==> src/rtl/mcp_pkg.sv <==
package mcp_pkg;
  parameter int NUM_CTR = 8;
  parameter int CTR_W   = 32;
  parameter int ADDR_W  = 12;
  parameter int DATA_W  = 32;

  localparam logic [ADDR_W-1:0] ADR_CTRL = 12'h010;
  localparam logic [ADDR_W-1:0] ADR_EN   = 12'h6C0;
  localparam logic [ADDR_W-1:0] ADR_MASK = 12'h6C8;
  localparam logic [ADDR_W-1:0] ADR_STAT = 12'h6CC;
  localparam logic [ADDR_W-1:0] ADR_CLR  = 12'h6D0;
  localparam int RUN_BIT = 1;

  typedef enum logic [2:0] {
    EV_WR_DATA = 3'd0,
    EV_RD_DATA = 3'd1,
    EV_WR_CMD  = 3'd2,
    EV_RD_CMD  = 3'd3,
    EV_PRECHG  = 3'd4,
    EV_ACT     = 3'd5,
    EV_RANK_SW = 3'd6,
    EV_TURN    = 3'd7
  } evt_id_e;

  typedef logic [NUM_CTR-1:0] ctr_vec_t;

  function automatic logic [ADDR_W-1:0] ctr_addr(input int idx);
    case (evt_id_e'(idx[2:0]))
      EV_WR_DATA: ctr_addr = 12'h380;
      EV_RD_DATA: ctr_addr = 12'h384;
      EV_WR_CMD:  ctr_addr = 12'h388;
      EV_RD_CMD:  ctr_addr = 12'h38C;
      EV_PRECHG:  ctr_addr = 12'h3C0;
      EV_ACT:     ctr_addr = 12'h3C4;
      EV_RANK_SW: ctr_addr = 12'h3CC;
      default:    ctr_addr = 12'h3D0;
    endcase
  endfunction
endpackage

==> src/rtl/mcp_reg_decode.sv <==
module mcp_reg_decode
  import mcp_pkg::*;
(
  input  logic [ADDR_W-1:0] addr,
  input  logic              wen,
  output ctr_vec_t          ctr_hit,
  output ctr_vec_t          ctr_wr,
  output logic              ctrl_hit,
  output logic              en_hit,
  output logic              mask_hit,
  output logic              stat_hit,
  output logic              ctrl_wr,
  output logic              en_wr,
  output logic              mask_wr,
  output logic              clr_wr
);
  for (genvar g = 0; g < NUM_CTR; g++) begin : g_hit
    assign ctr_hit[g] = (addr == ctr_addr(g));
    assign ctr_wr[g]  = wen && ctr_hit[g];
  end

  assign ctrl_hit = (addr == ADR_CTRL);
  assign en_hit   = (addr == ADR_EN);
  assign mask_hit = (addr == ADR_MASK);
  assign stat_hit = (addr == ADR_STAT);

  assign ctrl_wr  = wen && ctrl_hit;
  assign en_wr    = wen && en_hit;
  assign mask_wr  = wen && mask_hit;
  assign clr_wr   = wen && (addr == ADR_CLR);
endmodule

==> src/rtl/mcp_counter_slice.sv <==
module mcp_counter_slice #(
  parameter int CW = 32
) (
  input  logic          clk,
  input  logic          rst_n,
  input  logic          evt,
  input  logic          cnt_ok,
  input  logic          wr,
  input  logic [CW-1:0] wdata,
  output logic [CW-1:0] cnt,
  output logic          wrap
);
  logic [CW-1:0] cnt_q, cnt_d;
  logic          inc, ld;

  assign inc = evt && cnt_ok && !wr;
  assign ld  = wr || inc;

  always_comb begin
    cnt_d = cnt_q;
    if (wr)       cnt_d = wdata;
    else if (inc) cnt_d = cnt_q + CW'(1);
  end

  assign wrap = inc && (&cnt_q);

  always_ff @(posedge clk or negedge rst_n) begin
    if (!rst_n)  cnt_q <= '0;
    else if (ld) cnt_q <= cnt_d;
  end

  assign cnt = cnt_q;

  assert_count_step_R3: assert property (@(posedge clk) disable iff (!rst_n)
    (evt && cnt_ok && !wr) |=> (cnt == $past(cnt) + CW'(1)));
  assert_hold_idle_R4: assert property (@(posedge clk) disable iff (!rst_n)
    (!(evt && cnt_ok) && !wr) |=> $stable(cnt));
  assert_load_wins_R5: assert property (@(posedge clk) disable iff (!rst_n)
    wr |=> (cnt == $past(wdata)));
endmodule

==> src/rtl/mcp_ovf_status.sv <==
module mcp_ovf_status
  import mcp_pkg::*;
(
  input  logic     clk,
  input  logic     rst_n,
  input  ctr_vec_t wrap,
  input  logic     clr_wr,
  input  ctr_vec_t clr_bits,
  input  ctr_vec_t mask,
  output ctr_vec_t status,
  output logic     irq
);
  ctr_vec_t st_q, st_d, clr_vec;
  logic     st_en;

  assign clr_vec = clr_wr ? clr_bits : '0;
  assign st_d    = (st_q & ~clr_vec) | wrap;
  assign st_en   = clr_wr || (|wrap);

  always_ff @(posedge clk or negedge rst_n) begin
    if (!rst_n)     st_q <= '0;
    else if (st_en) st_q <= st_d;
  end

  assign status = st_q;
  assign irq    = |(st_q & ~mask);

  assert_wrap_sets_R6: assert property (@(posedge clk) disable iff (!rst_n)
    (|wrap) |=> ((status & $past(wrap)) == $past(wrap)));
  assert_clear_bit_R7: assert property (@(posedge clk) disable iff (!rst_n)
    (clr_wr && |(clr_bits & ~wrap)) |=> ((status & $past(clr_bits & ~wrap)) == '0));
  assert_keep_others_R7: assert property (@(posedge clk) disable iff (!rst_n)
    (clr_wr && (wrap == '0)) |=> ((status & ~$past(clr_bits)) == ($past(status) & ~$past(clr_bits))));
endmodule

==> src/rtl/memctl_perf_counters.sv <==
module memctl_perf_counters
  import mcp_pkg::*;
(
  input  logic              clk,
  input  logic              rst_n,
  input  logic              reg_wen,
  input  logic [ADDR_W-1:0] reg_addr,
  input  logic [DATA_W-1:0] reg_wdata,
  output logic [DATA_W-1:0] reg_rdata,
  input  logic [NUM_CTR-1:0] evt_pulse,
  output logic              irq
);
  ctr_vec_t ctr_hit, ctr_wr, wrap, status;
  logic     ctrl_hit, en_hit, mask_hit, stat_hit;
  logic     ctrl_wr, en_wr, mask_wr, clr_wr;

  logic     run_q, run_d;
  ctr_vec_t en_q, en_d, mask_q, mask_d;
  logic [CTR_W-1:0] cnt [NUM_CTR];

  logic unused_wdata;
  assign unused_wdata = ^reg_wdata;

  mcp_reg_decode u_dec (
    .addr(reg_addr), .wen(reg_wen),
    .ctr_hit(ctr_hit), .ctr_wr(ctr_wr),
    .ctrl_hit(ctrl_hit), .en_hit(en_hit), .mask_hit(mask_hit), .stat_hit(stat_hit),
    .ctrl_wr(ctrl_wr), .en_wr(en_wr), .mask_wr(mask_wr), .clr_wr(clr_wr)
  );

  // control registers: next state
  always_comb begin
    run_d  = ctrl_wr ? reg_wdata[RUN_BIT] : run_q;
    en_d   = en_wr   ? reg_wdata[NUM_CTR-1:0] : en_q;
    mask_d = mask_wr ? reg_wdata[NUM_CTR-1:0] : mask_q;
  end

  always_ff @(posedge clk or negedge rst_n) begin
    if (!rst_n) begin
      run_q  <= 1'b0;
      en_q   <= '0;
      mask_q <= '1;
    end else begin
      if (ctrl_wr) run_q  <= run_d;
      if (en_wr)   en_q   <= en_d;
      if (mask_wr) mask_q <= mask_d;
    end
  end

  for (genvar g = 0; g < NUM_CTR; g++) begin : g_ctr
    mcp_counter_slice #(.CW(CTR_W)) u_slice (
      .clk(clk), .rst_n(rst_n),
      .evt(evt_pulse[g]),
      .cnt_ok(run_q && en_q[g]),
      .wr(ctr_wr[g]),
      .wdata(reg_wdata[CTR_W-1:0]),
      .cnt(cnt[g]),
      .wrap(wrap[g])
    );
  end

  mcp_ovf_status u_stat (
    .clk(clk), .rst_n(rst_n),
    .wrap(wrap), .clr_wr(clr_wr), .clr_bits(reg_wdata[NUM_CTR-1:0]),
    .mask(mask_q), .status(status), .irq(irq)
  );

  // read mux
  always_comb begin
    reg_rdata = '0;
    if (ctrl_hit) reg_rdata[RUN_BIT] = run_q;
    if (en_hit)   reg_rdata = DATA_W'(en_q);
    if (mask_hit) reg_rdata = DATA_W'(mask_q);
    if (stat_hit) reg_rdata = DATA_W'(status);
    for (int i = 0; i < NUM_CTR; i++) begin
      if (ctr_hit[i]) reg_rdata = DATA_W'(cnt[i]);
    end
  end

  assert_irq_masked_R9: assert property (@(posedge clk) disable iff (!rst_n)
    (mask_q == '1) |-> !irq);
  assert_decode_onehot_R2: assert property (@(posedge clk) disable iff (!rst_n)
    $onehot0({ctr_hit, ctrl_hit, en_hit, mask_hit, stat_hit}));
endmodule

==> config.mk <==
export PLATFORM = sky130hd
export DESIGN_NAME = memctl_perf_counters
export DESIGN_NICKNAME = d
export VERILOG_FILES = /design/src/rtl/mcp_pkg.sv /design/src/rtl/mcp_reg_decode.sv /design/src/rtl/mcp_counter_slice.sv /design/src/rtl/mcp_ovf_status.sv /design/src/rtl/memctl_perf_counters.sv
export SDC_FILE = /design/constraint.sdc
export NUM_CORES = 1
export LEC_CHECK = 0
export BUFFER_PORTS_ARGS = -buffer_cell sky130_fd_sc_hd__clkbuf_2
export CELL_PAD_IN_SITES_DETAIL_PLACEMENT = 2
export CELL_PAD_IN_SITES_GLOBAL_PLACEMENT = 2
export CORE_AREA = 3 3 221 223
export CTS_CLUSTER_SIZE = 28
export DETAILED_ROUTE_END_ITERATION = 7
export DIE_AREA = 0 0 224 226
export GPL_ROUTABILITY_DRIVEN = 0
export HOLD_SLACK_MARGIN = 0.12
export PLACE_DENSITY = 0.81
export SLEW_MARGIN = 5
export SYNTH_ARGS = -nofsm -noshare
export SYNTH_HDL_FRONTEND = slang
export SYNTH_SLANG_ARGS = --single-unit
==> constraint.sdc <==
create_clock -name clk -period 2.4 [get_ports clk]
set_input_delay 0.24 -clock clk [delete_from_list [all_inputs] [get_ports clk]]
set_output_delay 0.24 -clock clk [all_outputs]
set_load 0.1 [all_outputs]
==> impl_results.html, run 1 <==
<table>
<tr><th>Metric</th><th>Value</th></tr>
<tr><th colspan="2">Synth</th></tr>
<tr><td>Proportion of synthesized chip area in sequential cells</td><td>0.397</td></tr>
<tr><td>Post-synth top area share</td><td>0.385</td></tr>
<tr><td>Synth Register Bits</td><td>281</td></tr>
<tr><td>Number of nets in the synthesized netlist</td><td>2176</td></tr>
<tr><td>Cell types occupying the most area after synthesis</td><td>dfrtp_1, xor2_1, nor2_1</td></tr>
<tr><td>Most frequently used flop master after synthesis</td><td>dfrtp_1</td></tr>
<tr><td>Count of different cell masters after synthesis</td><td>70</td></tr>
<tr><td>Netlist area before placement</td><td>0.0177 sq mm</td></tr>
<tr><td>Synth warn</td><td>0</td></tr>
<tr><td>Count of mapped cells out of synthesis</td><td>2113</td></tr>
<tr><td>EDFF count, synth</td><td>0</td></tr>
<tr><td>Area leader, netlist</td><td>dfrtp_1</td></tr>
<tr><td>Post-synthesis async set-or-reset flop share</td><td>1.00</td></tr>
<tr><td>Mean instance size in the synthesized netlist</td><td>8.39 sq um</td></tr>
<tr><th colspan="2">Place</th></tr>
<tr><td>HPWL reported at the end of detailed placement</td><td>65100 microns</td></tr>
<tr><td>Number of placed instances, taps included</td><td>2865</td></tr>
<tr><td>Number of port buffers</td><td>87</td></tr>
<tr><th colspan="2">Clock network</th></tr>
<tr><td>CTS H-Tree Depth</td><td>2</td></tr>
<tr><td>CTS buffer count</td><td>37</td></tr>
<tr><td>Deepest clock path buffer count</td><td>3</td></tr>
<tr><td>CTS sink cnt</td><td>281</td></tr>
<tr><td>Clk root buf</td><td>clkbuf_16</td></tr>
<tr><th colspan="2">STA</th></tr>
<tr><td>Type of pin the worst path ends at</td><td>top-level output</td></tr>
<tr><td>Worst endpoint after global-route timing repair</td><td>reg_rdata[6]</td></tr>
<tr><th colspan="2">Die</th></tr>
<tr><td>Horizontal die dimension</td><td>224 microns</td></tr>
<tr><td>Std cell rows</td><td>79</td></tr>
<tr><td>Die boundary height</td><td>226 microns</td></tr>
<tr><td>Initial core utilization</td><td>0.379</td></tr>
<tr><td>I/O pins</td><td>88</td></tr>
<tr><th colspan="2">Status</th></tr>
<tr><td>Step where the flow halted</td><td>global routing (5_1_grt)</td></tr>
<tr><td>First error</td><td>[ERROR GRT-0232] Routing congestion too high. Check the congestion heatmap in the GUI.</td></tr>
<tr><td>Run status</td><td>aborted with a tool error</td></tr>
<tr><th colspan="2">Global routing</th></tr>
<tr><td>Largest net degree at the start of global routing</td><td>71</td></tr>
<tr><td>Gr ovfl total</td><td>15</td></tr>
<tr><td>Number of antenna violations at the first check in global routing</td><td>24</td></tr>
<tr><td>Gr usage total</td><td>0.721</td></tr>
</table>
[metrics by stage]
step	setup WS (ns)	instance area [sq um]	hold slack, ns
after CTS	-0.439	23700	0.123
after detailed placement	-0.397	21100	0.224
after global placement	-0.135	21100	0.215
after floorplan	-0.213	18200	-0.0556
[routing by layer]
metal | GRT usage | GRT overflow
met1 | 0.701 | 0
met2 | 0.880 | 10
met3 | 0.601 | 0
met5 | 0.332 | 0
met4 | 0.713 | 5
[cell families after synthesis]
logic type                 Yosys count  synth area share
and+or+nand+nor                    875             0.241
AOI/OAI and AO/OA                  456             0.152
DFF                                281             0.397
xor gates and xnor gates           248             0.122
buffers and inverters              181            0.0416
muxes                               64            0.0406
adders and majority gates            8           0.00564
[repair_timing]
item                       CTS
resized for setup          204
cloned                       6
hold endpoints to repair    99
pin swaps                   73
setup endpoints to repair   48
buffers inserted            49
hold buffers                 6
[synthesized netlist by cell type (all sizes together), types with 3 or more instances]
| master | instances |
|---|---|
| nand4 | 82 |
| a221oi | 10 |
| nand3 | 109 |
| a2bb2oi | 3 |
| a221o | 14 |
| xor2 | 139 |
| dfstp | 8 |
| a211oi | 4 |
| and4 | 23 |
| o21a | 6 |
| o21ai | 116 |
| o22ai | 33 |
| inv | 36 |
| nor4 | 20 |
| nand2b | 5 |
| nor2 | 275 |
| a22oi | 13 |
| a21oi | 190 |
| nand2 | 228 |
| clkbuf | 106 |
| or2 | 5 |
| mux4 | 3 |
| o221a | 3 |
| a31oi | 18 |
| and2 | 10 |
| ha | 8 |
| o32a | 3 |
| and3 | 53 |
| nor3 | 37 |
| buf | 39 |
| dfrtp | 273 |
| mux2i | 27 |
| mux2 | 34 |
| o31ai | 3 |
| a21o | 4 |
| o211ai | 26 |
| or4 | 4 |
| nor4b | 4 |
| xnor2 | 109 |
| or3 | 6 |
==> run 2: changes to the inputs <==
- CELL_PAD_IN_SITES_DETAIL_PLACEMENT: 2 -> not set
- CELL_PAD_IN_SITES_GLOBAL_PLACEMENT: 2 -> not set
- CORE_AREA: 3 3 221 223 -> 3 3 261 263
- CTS_CLUSTER_SIZE: 28 -> not set
- DIE_AREA: 0 0 224 226 -> 0 0 264 266
- HOLD_SLACK_MARGIN: 0.12 -> not set
- PLACE_DENSITY: 0.81 -> not set
- PLACE_DENSITY_LB_ADDON: not set -> 0.15
==> run 2 against run 1 <==
The flow now finishes, with violations (setup timing). Area after synthesis is the same. Synthesized cell count unchanged.
==> impl_results.html, run 2 <==
<table>
<tr><th>Metric</th><th>Value</th></tr>
<tr><th colspan="2">Status</th></tr>
<tr><td>Run status</td><td>finished with violations</td></tr>
<tr><td>Failing checks</td><td>setup timing</td></tr>
<tr><th colspan="2">Critical path</th></tr>
<tr><td>Worst R2R Setup Slack</td><td>0.10 ns</td></tr>
<tr><td>Launching element type of the critical path</td><td>input port</td></tr>
<tr><td>Critical Path End Type</td><td>output port</td></tr>
<tr><td>Crit path capture</td><td>reg_rdata[10]</td></tr>
<tr><td>Worst setup path start</td><td>reg_addr[4]</td></tr>
<tr><td>Crit path max fanout</td><td>7</td></tr>
<tr><td>Classification of the worst setup path</td><td>in2out</td></tr>
<tr><td>Logic depth of the worst register-to-register path</td><td>8</td></tr>
<tr><td>Arrival time of the worst setup path</td><td>2.40 ns</td></tr>
<tr><td>Capture instance of the worst register-to-register path</td><td>u_stat.status[6]</td></tr>
<tr><td>Data required time at the worst endpoint</td><td>2.16 ns</td></tr>
<tr><td>Crit Reg-Reg Startpoint</td><td>run_q</td></tr>
<tr><th colspan="2">Final layout</th></tr>
<tr><td>Fraction of final layout cells with drive strength greater than 1</td><td>0.252</td></tr>
<tr><td>Number of flip-flops in the largest register</td><td>256</td></tr>
<tr><td>Net total in the final layout</td><td>2405</td></tr>
<tr><td>Synth-to-Final Area Change</td><td>34.3%</td></tr>
<tr><td>Most used cells in the layout excluding fill and tap cells</td><td>dfrtp_1, nor2_1, nand2_1</td></tr>
<tr><td>Most common library cell in the layout ignoring fill and taps</td><td>dfrtp_1</td></tr>
<tr><td>Design area</td><td>0.0238 sq mm</td></tr>
<tr><td>Post-Route Utilization</td><td>0.362</td></tr>
<tr><td>Number of fill cells</td><td>6759</td></tr>
<tr><th colspan="2">Clock network</th></tr>
<tr><td>Deepest clock path buffer count</td><td>3 (unchanged)</td></tr>
<tr><td>Clk slew on worst S/H paths</td><td>0.05 ns</td></tr>
<tr><td>CTS sink cnt</td><td>281 (unchanged)</td></tr>
<tr><td>CTS buffer count</td><td>38 (+2.7%)</td></tr>
<tr><td>Clk root buf</td><td>clkbuf_16</td></tr>
<tr><td>TritonCTS clock tree</td><td>done</td></tr>
<tr><td>Source-to-sink clock delay at the later pin of the worst-skew pair</td><td>0.56 ns</td></tr>
<tr><td>CTS H-Tree Depth</td><td>2 (unchanged)</td></tr>
<tr><th colspan="2">Route</th></tr>
<tr><td>Vias/cell</td><td>5.24</td></tr>
<tr><td>Count of vias placed by the detailed router</td><td>16900</td></tr>
<tr><td>DRC</td><td>0</td></tr>
<tr><td>First-iteration detailed-routing DRC count</td><td>1263</td></tr>
<tr><td>Pre-antenna DRT Iters</td><td>6</td></tr>
<tr><td>Total Routed Length</td><td>75300 microns</td></tr>
<tr><td>Per-cell routed wire length</td><td>23.3 microns</td></tr>
<tr><td>Antenna violation net count after detailed routing</td><td>0</td></tr>
<tr><th colspan="2">Synth</th></tr>
<tr><td>EDFF count, synth</td><td>0 (unchanged)</td></tr>
<tr><td>Proportion of synthesized chip area in sequential cells</td><td>0.397 (unchanged)</td></tr>
<tr><td>Mean instance size in the synthesized netlist</td><td>8.39 sq um (unchanged)</td></tr>
<tr><td>Post-synthesis async set-or-reset flop share</td><td>1.00 (unchanged)</td></tr>
<tr><td>Post-synth top area share</td><td>0.385 (unchanged)</td></tr>
<tr><td>Count of different cell masters after synthesis</td><td>70 (unchanged)</td></tr>
<tr><td>Cell types occupying the most area after synthesis</td><td>dfrtp_1, xor2_1, nor2_1</td></tr>
<tr><td>Count leader, synth</td><td>nor2_1</td></tr>
<tr><td>Area leader, netlist</td><td>dfrtp_1</td></tr>
<tr><td>Most frequently used flop master after synthesis</td><td>dfrtp_1</td></tr>
<tr><td>Netlist area before placement</td><td>0.0177 sq mm (unchanged)</td></tr>
<tr><td>Synth Register Bits</td><td>281 (unchanged)</td></tr>
<tr><td>Number of nets in the synthesized netlist</td><td>2176 (unchanged)</td></tr>
<tr><td>Count of mapped cells out of synthesis</td><td>2113 (unchanged)</td></tr>
<tr><td>Commonest cells post-synth</td><td>nor2_1, dfrtp_1, nand2_1</td></tr>
<tr><td>Synth warn</td><td>0 (unchanged)</td></tr>
<tr><th colspan="2">Power</th></tr>
<tr><td>Pwr/cell area</td><td>467 mW/mm^2</td></tr>
<tr><td>Clock group share of total power</td><td>0.502</td></tr>
<tr><td>Share of total power consumed by net switching</td><td>0.251</td></tr>
<tr><td>Seq pwr share</td><td>0.433</td></tr>
<tr><td>P_int</td><td>8330 uW</td></tr>
<tr><td>Maximum VDD drop</td><td>348 uV</td></tr>
<tr><td>Leakage component of the power</td><td>0.00988 uW</td></tr>
<tr><td>Switching power</td><td>2790 uW</td></tr>
<tr><td>Portion of total power attributed to combinational logic</td><td>0.065</td></tr>
<tr><th colspan="2">Die</th></tr>
<tr><td>Std cell rows</td><td>94 (+19%)</td></tr>
<tr><td>Core region area</td><td>0.0659 sq mm</td></tr>
<tr><td>Full die area</td><td>0.0702 sq mm</td></tr>
<tr><td>Die boundary height</td><td>266 microns (+18%)</td></tr>
<tr><td>Initial core utilization</td><td>0.269 (-0.110)</td></tr>
<tr><td>I/O pins</td><td>88 (unchanged)</td></tr>
<tr><td>Horizontal die dimension</td><td>264 microns (+18%)</td></tr>
<tr><th colspan="2">Global routing</th></tr>
<tr><td>Number of antenna violations at the first check in global routing</td><td>2</td></tr>
<tr><td>Largest net degree at the start of global routing</td><td>66</td></tr>
<tr><td>Vias in the first global route</td><td>16700</td></tr>
<tr><td>Gr usage total</td><td>0.210</td></tr>
<tr><td>Gr ovfl total</td><td>0</td></tr>
<tr><td>Wire length of the first global-routing pass</td><td>111000 microns</td></tr>
<tr><th colspan="2">Place</th></tr>
<tr><td>Number of port buffers</td><td>87 (unchanged)</td></tr>
<tr><td>HPWL reported at the end of detailed placement</td><td>55500 microns (-15%)</td></tr>
<tr><td>Post-DP Area</td><td>0.0214 sq mm (+1.6%)</td></tr>
<tr><th colspan="2">Min path</th></tr>
<tr><td>Min-delay worst type</td><td>in2reg</td></tr>
<tr><th colspan="2">STA</th></tr>
<tr><td>Highest achievable clock rate</td><td>378 MHz</td></tr>
<tr><td>Actual transition at the worst max-transition pin</td><td>0.591 ns</td></tr>
<tr><td>Final clock period utilization by the worst path</td><td>1.10</td></tr>
<tr><td>Finish-stage setup viols</td><td>30</td></tr>
<tr><td>Setup repair after global routing missed its margin</td><td>true</td></tr>
<tr><td>Final number of hold-violating endpoints</td><td>0</td></tr>
<tr><td>Final max-slew violation count</td><td>0</td></tr>
<tr><td>Relative slew slack</td><td>0.606</td></tr>
<tr><td>Worst Slack Setup Final</td><td>-0.242 ns</td></tr>
<tr><td>Worst clock skew on the final layout</td><td>0.0222 ns</td></tr>
<tr><td>Final critical path time including I/O delays and setup</td><td>2.64 ns</td></tr>
<tr><th colspan="2">Job</th></tr>
<tr><td>Maxcap violations</td><td>0</td></tr>
</table>
## run 2: cell counts after synthesis
No cell type changed its count.
## run 2: logic make-up (layout without fill, tap and decap cells)
logic type,count (synthesis),after routing,synth area share
other,0,1,0
multiplexers,64,64,0.0406
XOR/XNOR,248,248,0.122
adder cells (fa/ha/maj),8,8,0.00564
AND/OR/NAND/NOR,875,875,0.241
flip-flops,281,281,0.397
buffers and inverters,181,433,0.0416
AO/OA/AOI/OAI,456,456,0.152
## run 2: what timing repair did
item / in CTS / in global routing
endpoints found under the hold margin: 78 / 0
cloned: 6 / 1
pin swaps: 47 / 40
endpoints found under the setup margin: 34 / 36
hold buffers: 1 / 0
buffers inserted: 25 / 13
resized for setup: 129 / 51
## run 2: how the worst min path moves through the flow
stage,slack (ns),cells past startpoint,start,end
global route,0.12,3,reg_wdata[26],g_ctr[7].u_slice.cnt[26]
CTS,0.09,3,reg_wdata[23],g_ctr[5].u_slice.cnt[23]
global placement,0.19,1,rst_n,g_ctr[7].u_slice.cnt[6]
floorplan,-0.06,0,rst_n,en_q[0]
detailed placement,0.19,1,rst_n,g_ctr[7].u_slice.cnt[6]
finish,0.10,3,reg_wdata[23],g_ctr[7].u_slice.cnt[23]
## run 2: per-layer routing
| layer | routed length [microns] | vias up | track usage |
|---|---|---|---|
| met5 | 0 | - | 0 |
| met3 | 3380 | 110 | 0.0237 |
| li1 | - | 7949 | - |
| met2 | 35400 | 507 | 0.350 |
| met1 | 33700 | 8364 | 0.284 |
| met4 | 2720 | 0 | 0.0670 |
## run 2: cell type report
cell class                 instances  area (sq um)  area share
antenna                            1          2.50    0.000105
clock buffer                      55          1160      0.0486
clock inverter                     8          43.8     0.00184
inverter                          36           135     0.00567
multi-input combinational       1651         10900       0.458
sequential                       281          7050       0.296
tap                              864          1080      0.0454
timing repair buffer             334          3430       0.144
## run 2: metrics by stage
stage | instances | TNS [ns] | worst slack (ns) | hold slack, ns | power, uW
finish | 3230 | -3.86 | -0.242 | 0.103 | 11100
global route | 3230 | -5.07 | -0.318 | 0.120 | 11500
detailed placement | 3127 | -3.52 | -0.185 | 0.193 | 5570
floorplan | 2113 | -1.80 | -0.213 | -0.0556 | 5130
global placement | 3127 | -3.49 | -0.164 | 0.195 | 5570
CTS | 3220 | -3.32 | -0.247 | 0.0894 | 11300
## run 2: power groups by stage
stage / clock network [uW] / registers, uW / logic (uW)
floorplan: 0 / 4880 / 248
global placement: 0 / 4900 / 673
detailed placement: 0 / 4900 / 672
CTS: 5740 / 4810 / 710
global route: 5910 / 4820 / 769
finish: 5580 / 4810 / 720
## run 2: critical path, cell delays in order
cell and delay, ns:
buf_8 0.10, or4b_4 0.55, buf_6 0.15, nor3_4 0.22, buf_12 0.16, buf_12 0.13, a221o_1 0.17, o211ai_1 0.22
a31oi_4 0.25, buf_12 0.19
(Power assumes the default switching activity.)
